<file path="config.mk">
export PLATFORM = sky130hd
export DESIGN_NAME = nor_cmd_engine
export DESIGN_NICKNAME = d
export VERILOG_FILES = /design/src/rtl/nor_eng_pkg.sv /design/src/rtl/nor_eng_regs.sv /design/src/rtl/nor_eng_shifter.sv /design/src/rtl/nor_cmd_engine.sv
export SDC_FILE = /design/constraint.sdc
export NUM_CORES = 1
export LEC_CHECK = 0
export BUFFER_PORTS_ARGS = -buffer_cell sky130_fd_sc_hd__buf_4
export CORE_MARGIN = 1.5
export CORE_UTILIZATION = 30
export DETAILED_ROUTE_END_ITERATION = 10
export PLACE_DENSITY = 0.45
export SLEW_MARGIN = 5
export SYNTH_ARGS = -nofsm -noshare
export SYNTH_HDL_FRONTEND = slang
export SYNTH_SLANG_ARGS = --single-unit
export TNS_END_PERCENT = 20
</file>
<file path="constraint.sdc">
create_clock -name clk -period 9.1 [get_ports clk]
set_clock_uncertainty 0.05 [all_clocks]
set_input_delay 1.82 -clock clk [delete_from_list [all_inputs] [get_ports clk]]
set_output_delay 1.82 -clock clk [all_outputs]
set_load 0.02 [all_outputs]
</file>
<file path="src/rtl/nor_eng_pkg.sv">
package nor_eng_pkg;

    localparam int BUS_AW   = 8;
    localparam int BUS_DW   = 32;
    localparam int PDAT_N   = 6;
    localparam int FADDR_W  = 24;
    localparam int FADDR_B  = FADDR_W / 8;
    localparam int FRAME_W  = PDAT_N * 8;
    localparam int NBITS_W  = $clog2(FRAME_W + 1);
    localparam int DIV_W    = 8;

    localparam logic [7:0] UNLOCK_KEY = 8'h30;

    // register offsets
    localparam logic [BUS_AW-1:0] OFS_CMD  = 8'h00;
    localparam logic [BUS_AW-1:0] OFS_CNT  = 8'h04;
    localparam logic [BUS_AW-1:0] OFS_STAT = 8'h08;
    localparam logic [BUS_AW-1:0] OFS_RDAT = 8'h0C;
    localparam logic [BUS_AW-1:0] OFS_ADR  = 8'h10;
    localparam logic [BUS_AW-1:0] OFS_WDAT = 8'h1C;
    localparam logic [BUS_AW-1:0] OFS_PDAT = 8'h20;
    localparam logic [BUS_AW-1:0] OFS_KEY  = 8'h40;
    localparam logic [BUS_AW-1:0] OFS_DIV  = 8'h44;

    // command bits
    localparam logic [7:0] TRIG_MASK = 8'h37;
    localparam logic [7:0] AUTO_BIT  = 8'h80;

    // flash opcodes
    localparam logic [7:0] FOP_READ = 8'h03;
    localparam logic [7:0] FOP_PROG = 8'h02;
    localparam logic [7:0] FOP_RDSR = 8'h05;
    localparam logic [7:0] FOP_WRSR = 8'h01;

    typedef enum logic [2:0] {
        OP_NONE, OP_READ, OP_RDSR, OP_SHIFT, OP_WRITE, OP_WRSR
    } op_e;

    typedef struct packed {
        logic [FRAME_W-1:0] tx;
        logic [NBITS_W-1:0] nbits;
        logic [DIV_W-1:0]   div;
    } frame_t;

    function automatic op_e pick_op(input logic [7:0] w);
        if (w[0])      return OP_READ;
        else if (w[1]) return OP_RDSR;
        else if (w[2]) return OP_SHIFT;
        else if (w[4]) return OP_WRITE;
        else if (w[5]) return OP_WRSR;
        return OP_NONE;
    endfunction

    function automatic logic [7:0] op_bit(input op_e op);
        case (op)
            OP_READ:  return 8'h01;
            OP_RDSR:  return 8'h02;
            OP_SHIFT: return 8'h04;
            OP_WRITE: return 8'h10;
            OP_WRSR:  return 8'h20;
            default:  return 8'h00;
        endcase
    endfunction

    function automatic frame_t build_frame(
        input op_e                op,
        input logic [FADDR_W-1:0] adr,
        input logic [7:0]         wd,
        input logic [FRAME_W-1:0] pd,
        input logic [7:0]         cnt,
        input logic [DIV_W-1:0]   div
    );
        frame_t f;
        f.div   = div;
        f.tx    = '0;
        f.nbits = '0;
        case (op)
            OP_READ: begin
                f.tx[FRAME_W-1 -: 32] = {FOP_READ, adr};
                f.nbits = NBITS_W'(40);
            end
            OP_WRITE: begin
                f.tx[FRAME_W-1 -: 40] = {FOP_PROG, adr, wd};
                f.nbits = NBITS_W'(40);
            end
            OP_RDSR: begin
                f.tx[FRAME_W-1 -: 8] = FOP_RDSR;
                f.nbits = NBITS_W'(16);
            end
            OP_WRSR: begin
                f.tx[FRAME_W-1 -: 16] = {FOP_WRSR, wd};
                f.nbits = NBITS_W'(16);
            end
            OP_SHIFT: begin
                f.tx    = pd;
                f.nbits = (int'(cnt) > FRAME_W) ? NBITS_W'(FRAME_W) : NBITS_W'(cnt);
            end
            default: ;
        endcase
        return f;
    endfunction

endpackage

</file>
<file path="src/rtl/nor_eng_regs.sv">
module nor_eng_regs
    import nor_eng_pkg::*;
(
    input  logic              clk,
    input  logic              rst,
    input  logic              wr,
    input  logic [BUS_AW-1:0] addr,
    input  logic [BUS_DW-1:0] wdata,
    output logic [BUS_DW-1:0] rdata,
    input  logic              done,
    input  logic [7:0]        rx_byte,
    output logic              start,
    output frame_t            frame,
    output logic              busy,
    output logic              unlocked
);

    logic [7:0]         cmd_q, cnt_q, stat_q, rdat_q, wdat_q, key_q;
    logic [DIV_W-1:0]   div_q;
    logic [FADDR_W-1:0] fadr_q;
    logic [7:0]         pdat_q [PDAT_N];
    logic [FRAME_W-1:0] pd_flat;
    op_e                op_q;
    op_e                req_op;
    logic [7:0]         wbyte;

    assign wbyte    = wdata[7:0];
    assign req_op   = pick_op(wbyte);
    assign busy     = |(cmd_q & TRIG_MASK);
    assign unlocked = (key_q == UNLOCK_KEY);

    always_comb begin
        for (int i = 0; i < PDAT_N; i++)
            pd_flat[i*8 +: 8] = pdat_q[i];
    end

    always_ff @(posedge clk) begin
        if (rst) begin
            cmd_q  <= '0;
            cnt_q  <= '0;
            stat_q <= '0;
            rdat_q <= '0;
            wdat_q <= '0;
            key_q  <= '0;
            div_q  <= '0;
            fadr_q <= '0;
            op_q   <= OP_NONE;
            start  <= 1'b0;
            frame  <= '0;
            for (int i = 0; i < PDAT_N; i++) pdat_q[i] <= '0;
        end else begin
            start <= 1'b0;
            if (wr) begin
                if (addr == OFS_CMD) begin
                    if (unlocked && !busy && req_op != OP_NONE) begin
                        cmd_q <= op_bit(req_op) | (wbyte & AUTO_BIT);
                        op_q  <= req_op;
                        start <= 1'b1;
                        frame <= build_frame(req_op, fadr_q, wdat_q, pd_flat, cnt_q, div_q);
                    end
                end
                if (addr == OFS_CNT)  cnt_q  <= wbyte;
                if (addr == OFS_WDAT) wdat_q <= wbyte;
                if (addr == OFS_KEY)  key_q  <= wbyte;
                if (addr == OFS_DIV)  div_q  <= wdata[DIV_W-1:0];
                for (int i = 0; i < FADDR_B; i++)
                    if (addr == OFS_ADR + BUS_AW'(4 * i)) fadr_q[i*8 +: 8] <= wbyte;
                for (int i = 0; i < PDAT_N; i++)
                    if (addr == OFS_PDAT + BUS_AW'(4 * i)) pdat_q[i] <= wbyte;
            end
            if (done) begin
                cmd_q <= '0;
                case (op_q)
                    OP_READ: begin
                        rdat_q <= rx_byte;
                        if (cmd_q[7]) fadr_q <= fadr_q + 1'b1;
                    end
                    OP_WRITE: if (cmd_q[7]) fadr_q <= fadr_q + 1'b1;
                    OP_RDSR:  stat_q <= rx_byte;
                    default: ;
                endcase
            end
        end
    end

    always_comb begin
        rdata = '0;
        case (addr)
            OFS_CMD:  rdata[7:0] = cmd_q;
            OFS_CNT:  rdata[7:0] = cnt_q;
            OFS_STAT: rdata[7:0] = stat_q;
            OFS_RDAT: rdata[7:0] = rdat_q;
            OFS_WDAT: rdata[7:0] = wdat_q;
            OFS_KEY:  rdata[7:0] = key_q;
            OFS_DIV:  rdata[DIV_W-1:0] = div_q;
            default: ;
        endcase
        for (int i = 0; i < FADDR_B; i++)
            if (addr == OFS_ADR + BUS_AW'(4 * i)) rdata[7:0] = fadr_q[i*8 +: 8];
        for (int i = 0; i < PDAT_N; i++)
            if (addr == OFS_PDAT + BUS_AW'(4 * i)) rdata[7:0] = pdat_q[i];
    end

endmodule

</file>
<file path="src/rtl/nor_eng_shifter.sv">
module nor_eng_shifter
    import nor_eng_pkg::*;
(
    input  logic       clk,
    input  logic       rst,
    input  logic       start,
    input  frame_t     frame,
    input  logic       miso,
    output logic       sck,
    output logic       cs_n,
    output logic       mosi,
    output logic       done,
    output logic [7:0] rx_byte
);

    typedef enum logic [1:0] {SH_IDLE, SH_RUN, SH_GAP} sh_e;

    sh_e                st;
    logic [FRAME_W-1:0] tx;
    logic [NBITS_W-1:0] nbits, bit_idx;
    logic [DIV_W-1:0]   div, tick;
    logic               half_done;

    assign half_done = (tick == div);
    assign mosi      = tx[FRAME_W-1];

    always_ff @(posedge clk) begin
        if (rst) begin
            st      <= SH_IDLE;
            tx      <= '0;
            nbits   <= '0;
            bit_idx <= '0;
            div     <= '0;
            tick    <= '0;
            sck     <= 1'b0;
            cs_n    <= 1'b1;
            done    <= 1'b0;
            rx_byte <= '0;
        end else begin
            done <= 1'b0;
            case (st)
                SH_IDLE: if (start) begin
                    tx      <= frame.tx;
                    nbits   <= frame.nbits;
                    div     <= frame.div;
                    tick    <= '0;
                    bit_idx <= '0;
                    sck     <= 1'b0;
                    if (frame.nbits == '0) done <= 1'b1;
                    else begin
                        cs_n <= 1'b0;
                        st   <= SH_RUN;
                    end
                end
                SH_RUN: if (half_done) begin
                    tick <= '0;
                    if (!sck) begin
                        sck     <= 1'b1;
                        rx_byte <= {rx_byte[6:0], miso};
                    end else begin
                        sck <= 1'b0;
                        tx  <= {tx[FRAME_W-2:0], 1'b0};
                        if (bit_idx == nbits - 1'b1) begin
                            cs_n <= 1'b1;
                            st   <= SH_GAP;
                        end else begin
                            bit_idx <= bit_idx + 1'b1;
                        end
                    end
                end else begin
                    tick <= tick + 1'b1;
                end
                SH_GAP: if (half_done) begin
                    tick <= '0;
                    done <= 1'b1;
                    st   <= SH_IDLE;
                end else begin
                    tick <= tick + 1'b1;
                end
                default: st <= SH_IDLE;
            endcase
        end
    end

endmodule

</file>
<file path="src/rtl/nor_cmd_engine.sv">
module nor_cmd_engine
    import nor_eng_pkg::*;
(
    input  logic              clk,
    input  logic              rst,
    input  logic              reg_wr,
    input  logic [BUS_AW-1:0] reg_addr,
    input  logic [BUS_DW-1:0] reg_wdata,
    output logic [BUS_DW-1:0] reg_rdata,
    output logic              spi_sck,
    output logic              spi_cs_n,
    output logic              spi_mosi,
    input  logic              spi_miso
);

    logic       xfer_start, xfer_done, eng_busy, cmd_unlocked;
    frame_t     xfer_frame;
    logic [7:0] rx_byte;

    nor_eng_regs u_regs (
        .clk      (clk),
        .rst      (rst),
        .wr       (reg_wr),
        .addr     (reg_addr),
        .wdata    (reg_wdata),
        .rdata    (reg_rdata),
        .done     (xfer_done),
        .rx_byte  (rx_byte),
        .start    (xfer_start),
        .frame    (xfer_frame),
        .busy     (eng_busy),
        .unlocked (cmd_unlocked)
    );

    nor_eng_shifter u_shift (
        .clk     (clk),
        .rst     (rst),
        .start   (xfer_start),
        .frame   (xfer_frame),
        .miso    (spi_miso),
        .sck     (spi_sck),
        .cs_n    (spi_cs_n),
        .mosi    (spi_mosi),
        .done    (xfer_done),
        .rx_byte (rx_byte)
    );

endmodule

</file>
After elaboration in Yosys (flattened, before gate mapping) --
Memories as Yosys holds them, arrays and structs flattened. Cells that the tools add are included.
Word-level totals: input port bits 44, flip-flop bits (word level) 235, output and inout bits 35, memories kept 1, memory bits (writable) 48
Memory list:
- u_regs.pdat_q | words 6, width 8, rd ports 6, clocked after Yosys merged registers in 0, write ports 6, RTL line nor_eng_regs.sv:21 | logic [7:0] pdat_q [PDAT_N];
Operators by class: reduce and logical (&&, ||, !) cells 31, $lt $le $gt $ge 1, mux-type cells 106, equality and inequality tests 35, add/subtract/negate cells 4, bitwise operators 10
Operators by type and width (count):
- $mux W8 | 25
- $mux W48 | 3
- $mux W24 | 4
- $pmux W48 S2 | 1
- $eq A8 B6 Y1 const B | 7
- $pmux W8 S7 | 1
- $mux W1 | 43
- $pmux W8 S5 | 1
- $eq A8 B5 Y1 const B | 4
- $pmux W16 S2 | 1
- $pmux W8 S2 | 2
- $mux W6 | 5
- $pmux W6 S5 | 1
- $add A24 B1 Y24 const B | 1
- $pmux W8 S3 | 1
- $mux W3 | 6
- $pmux W6 S3 | 1
- $eq A8 B4 Y1 const B | 2
- $eq A8 B7 Y1 const B | 2
- $reduce_and A2 Y1 | 8
- $mux W2 | 6
- $pmux W6 S2 | 1
- $reduce_and A6 Y1 | 2
- $reduce_or A2 Y1 | 5
- 31 further kinds | 54

Logic depth before layout (Yosys ltp) --
depth after elaboration 13, depth in mapped cells 10

Cells and area by module --
A second synthesis with hierarchy kept.
Unflattened totals: cells, all modules 1586, area, all modules 14331.2 µm²
By module, submodules not included:
- nor_eng_regs | area each 9830.7 µm², sequential area each 4324.1 µm², times used 1, cells an instance 1123
- nor_eng_shifter | area each 4500.6 µm², sequential area each 1781.7 µm², times used 1, cells an instance 463

Worst setup path before layout --
OpenSTA, ideal clock, no wires.
path kind input -> output, start point input port reg_addr[3], end point output port reg_rdata[6], cell stages on the path 8, path buffers 4, slack 3391 ps, data arrival time 3839 ps, required time 7230 ps, cell sequence clkbuf_1 -> clkbuf_1 -> buf_1 -> clkbuf_1 -> mux2i_1 -> o221ai_1 -> a31oi_1 -> a211oi_1
On the way: word-level cells in the longest chain between the ends 11, elaborated cells between the ends (all ways) 26, those cells by class eq/ne: 15; mux: 10; reduce/logical: 1
RTL lines:
- start: declaration | RTL line nor_cmd_engine.sv:7 | input logic [BUS_AW-1:0] reg_addr,
- $eq A8 B7 Y1 (tied with other cells) | RTL line nor_eng_regs.sv:88 | case (addr)
- $pmux W8 S7 | RTL line nor_eng_regs.sv:88
- $mux W8 (3 in a row) | RTL line nor_eng_regs.sv:99 | if (addr == OFS_ADR + BUS_AW'(4 * i)) rdata[7:0] = fadr_q[i*8 +: 8];
- $mux W8 (5 in a row) | RTL line nor_eng_regs.sv:101 | if (addr == OFS_PDAT + BUS_AW'(4 * i)) rdata[7:0] = pdat_q[i];
- $mux W8 (*) | RTL line nor_eng_regs.sv:101
- end: declaration | RTL line nor_cmd_engine.sv:9 | output logic [BUS_DW-1:0] reg_rdata,
Mark *: on every way between the ends. The rest lies on a longest branch, timed or not.

Worst setup path in the final report --
start point input port reg_addr[4], end point output port reg_rdata[5]
The elaborated chain is that of the path after synthesis.

==> metrics <==
number of synthesized flops with an enable pin=48; critical path class=in2out; final core utilization=34.5%; Synth Flop Type=dfxtp_1; YS warnings=0; Clock Sinks=281; Vias=11423; TritonCTS Buffers=35; antenna cells=0; pin count of the biggest net entering global routing=96; R2R Setup Slk=5750 ps; P&R area growth vs syn=13.1%; crit path capture type=primary output; RSZ-0062 raised after global routing=no; GRT Total Usage=18.6%; Skew-Pair Late Insertion Delay=550 ps; post-CTS sizing=0; post-synthesis xor/xnor area fraction=1.43%; final wirelength=43900 um; clock buffer depth=3; Synth Area in Simple Gates=21.0%; FMAX=0.154 GHz; Seq/Total Area, Yosys=45.2%; Routed WL per cell=20.7 um; Die Span X=215 um; Worst Path Arrival=4630 ps; Slew Limit Fails=0; # hold bufs at CTS=0; DR iter-0 viols=961; first-pass GRT wire length=66700 um; gr busiest metal=met2; drt drc=0; cell area after synthesis=0.0135 mm^2; fin crit share=71.4%; DIE AREA=0.0463 mm^2; Distinct cells, synth=77; main combinational cell family by area after synthesis=simple AND/OR/NAND/NOR gates; status=complete, no violations; drt via density=5.38; clk slew on worst S/H paths=60 ps; post-route insts no fill=2123; hold crit path type=reg2reg; post-synthesis adder-cell area fraction=0.649%; overall power=2.88 mW; io pins=79; startpoint types=input pin; post-route ant nets=0; grt ovf=0; # rows=77; GR Util met3=3.34%; post-route worst setup slack=2600 ps; nets=1555; Final Hold Fails=0; Placed Cells=2059; Post CTS Setup Buffer Count=0; Mapped Cells=1543; Port Buffers=30; Worst IR Drop VDD=0.135 mV; Slew HR=18.7%; Final setup viols=0; proportion of synthesized area in mux cells=8.52%; CP max FO=27; critical path data required time=7230 ps; Mean Syn Cell Area=8.75 um^2; gpl congestion=0.891; Max Cap Viol=0; grt met2 use=29.3%; leakage=5.11 nW; Synth Area in Compound Gates=17.8%; Yosys reg bits=281; total negative slack=0 ps; worst slew pin tran=1210 ps; Core Area=0.0443 mm^2; fraction of registers with async set/reset=0%; First-pass DRT Iterations=7; layout cells sized above 1=8.23%; fin crit period=6500 ps; CTS root buf=clkbuf_16; GRT met1 Usage=25.4%; post-place setup slack=2690 ps; initial cell density of the core=30.5%; vias in the first global route=10899; CTS H-tree depth=2; pwr/cell area=188 mW/mm^2; CTS tree=built; initial antenna violation count=0; Die Y=215 um; Final HPWL DP=29600 um
==> registers in the layout (all words and copies together) (netlist names), 24 cells and up <==
register	count
u_regs.fadr_q	24
u_regs.frame	62
u_regs.pdat_q	48
u_shift.tx	48
==> layer usage <==
layer  share of wire, %  wire, um
met2                 45     19900
met4                3.2      1420
met3                5.9      2590
met5                  0         0
met1                 46     20000
==> synth_stat cells (all sizes together), types with 23 or more instances <==
library cell / count / area (um^2)
nand2: 160 / 601
a21oi: 95 / 487
a221oi: 31 / 272
and2: 56 / 350
edfxtp: 48 / 1440
mux2i: 106 / 1060
clkbuf: 104 / 390
nor3: 74 / 370
nor2: 206 / 773
o21ai: 46 / 230
dfxtp: 233 / 4660
nand3: 23 / 115
a211oi: 61 / 458
buf: 39 / 262
==> stage by stage <==
step / hold slack [ps] / area (um^2)
finish: 401 / 15300
global placement: 395 / 14100
floorplan: 381 / 13600
CTS: 401 / 15300
detailed placement: 394 / 14100
global route: 413 / 15300
==> path summary, 6_finish.rpt <==
path	depth (start not counted)	startpoint	endpoint
worst max-delay path	8	reg_addr[4]	reg_rdata[5]
worst min-delay path	2	u_regs.frame[20]$_SDFFE_PP0P_	u_regs.frame[20]$_SDFFE_PP0P_
worst max register to register	7	u_regs.cmd_q[2]$_SDFFE_PP0P_	u_regs.frame[44]$_SDFFE_PP0P_
worst min register to register	2	u_regs.frame[20]$_SDFFE_PP0P_	u_regs.frame[20]$_SDFFE_PP0P_
==> critical path, stage by stage <==
cell,delay (ps)
buf_4,260
nor4b_2,820
nand3_1,380
nor2_1,190
o21ai_0,100
a222oi_1,580
o21ai_0,250
buf_4,220
==> layout by cell type, fill, tap and decap left out, drive strengths merged, types with 5 or more instances in the layout <==
cell type    n
a2111oi      7
a211oi      61
a21oi       95
a221oi      31
a222oi      12
a22oi       10
a31oi       13
and2        56
and3        13
buf         44
bufinv       5
clkbuf      50
clkinv       5
conb        24
dfxtp      233
edfxtp      48
ha           7
inv         19
mux2         8
mux2i      106
nand2      160
nand3       23
nand3b       6
nand4        9
nor2       206
nor2b        6
nor3        74
nor3b        5
nor4        10
o211ai       9
o21ai       46
o221ai       5
o22ai       13
or3         14
or4          5
xnor2       14
xor2         8
==> power breakdown <==
group	switching, mW	internal (mW)	leakage [nW]	total [mW]
Combinational	0.0887	0.0225	2.19	0.111
Sequential	0.0112	1.28	2.33	1.29
Clock	0.569	0.910	0.586	1.48
Total	0.669	2.21	5.11	2.88
==> cell type report <==
cell class | instances | area [um^2]
Clock buffer | 50 | 997
Multi-Input combinational cell | 1124 | 6810
Sequential cell | 281 | 6110
Inverter | 18 | 67.6
Clock inverter | 14 | 218
Fill cell | 4726 | 29000
Timing Repair Buffer | 44 | 334
Tap cell | 592 | 741
==> kinds of logic after synthesis <==
family,after synthesis
simple gates,607
compound gates,350
flops,281
buf+inv,161
mux,114
xor+xnor,22
fa+ha+maj,7
other cells,1
Power figures use the tool's default switching activity.
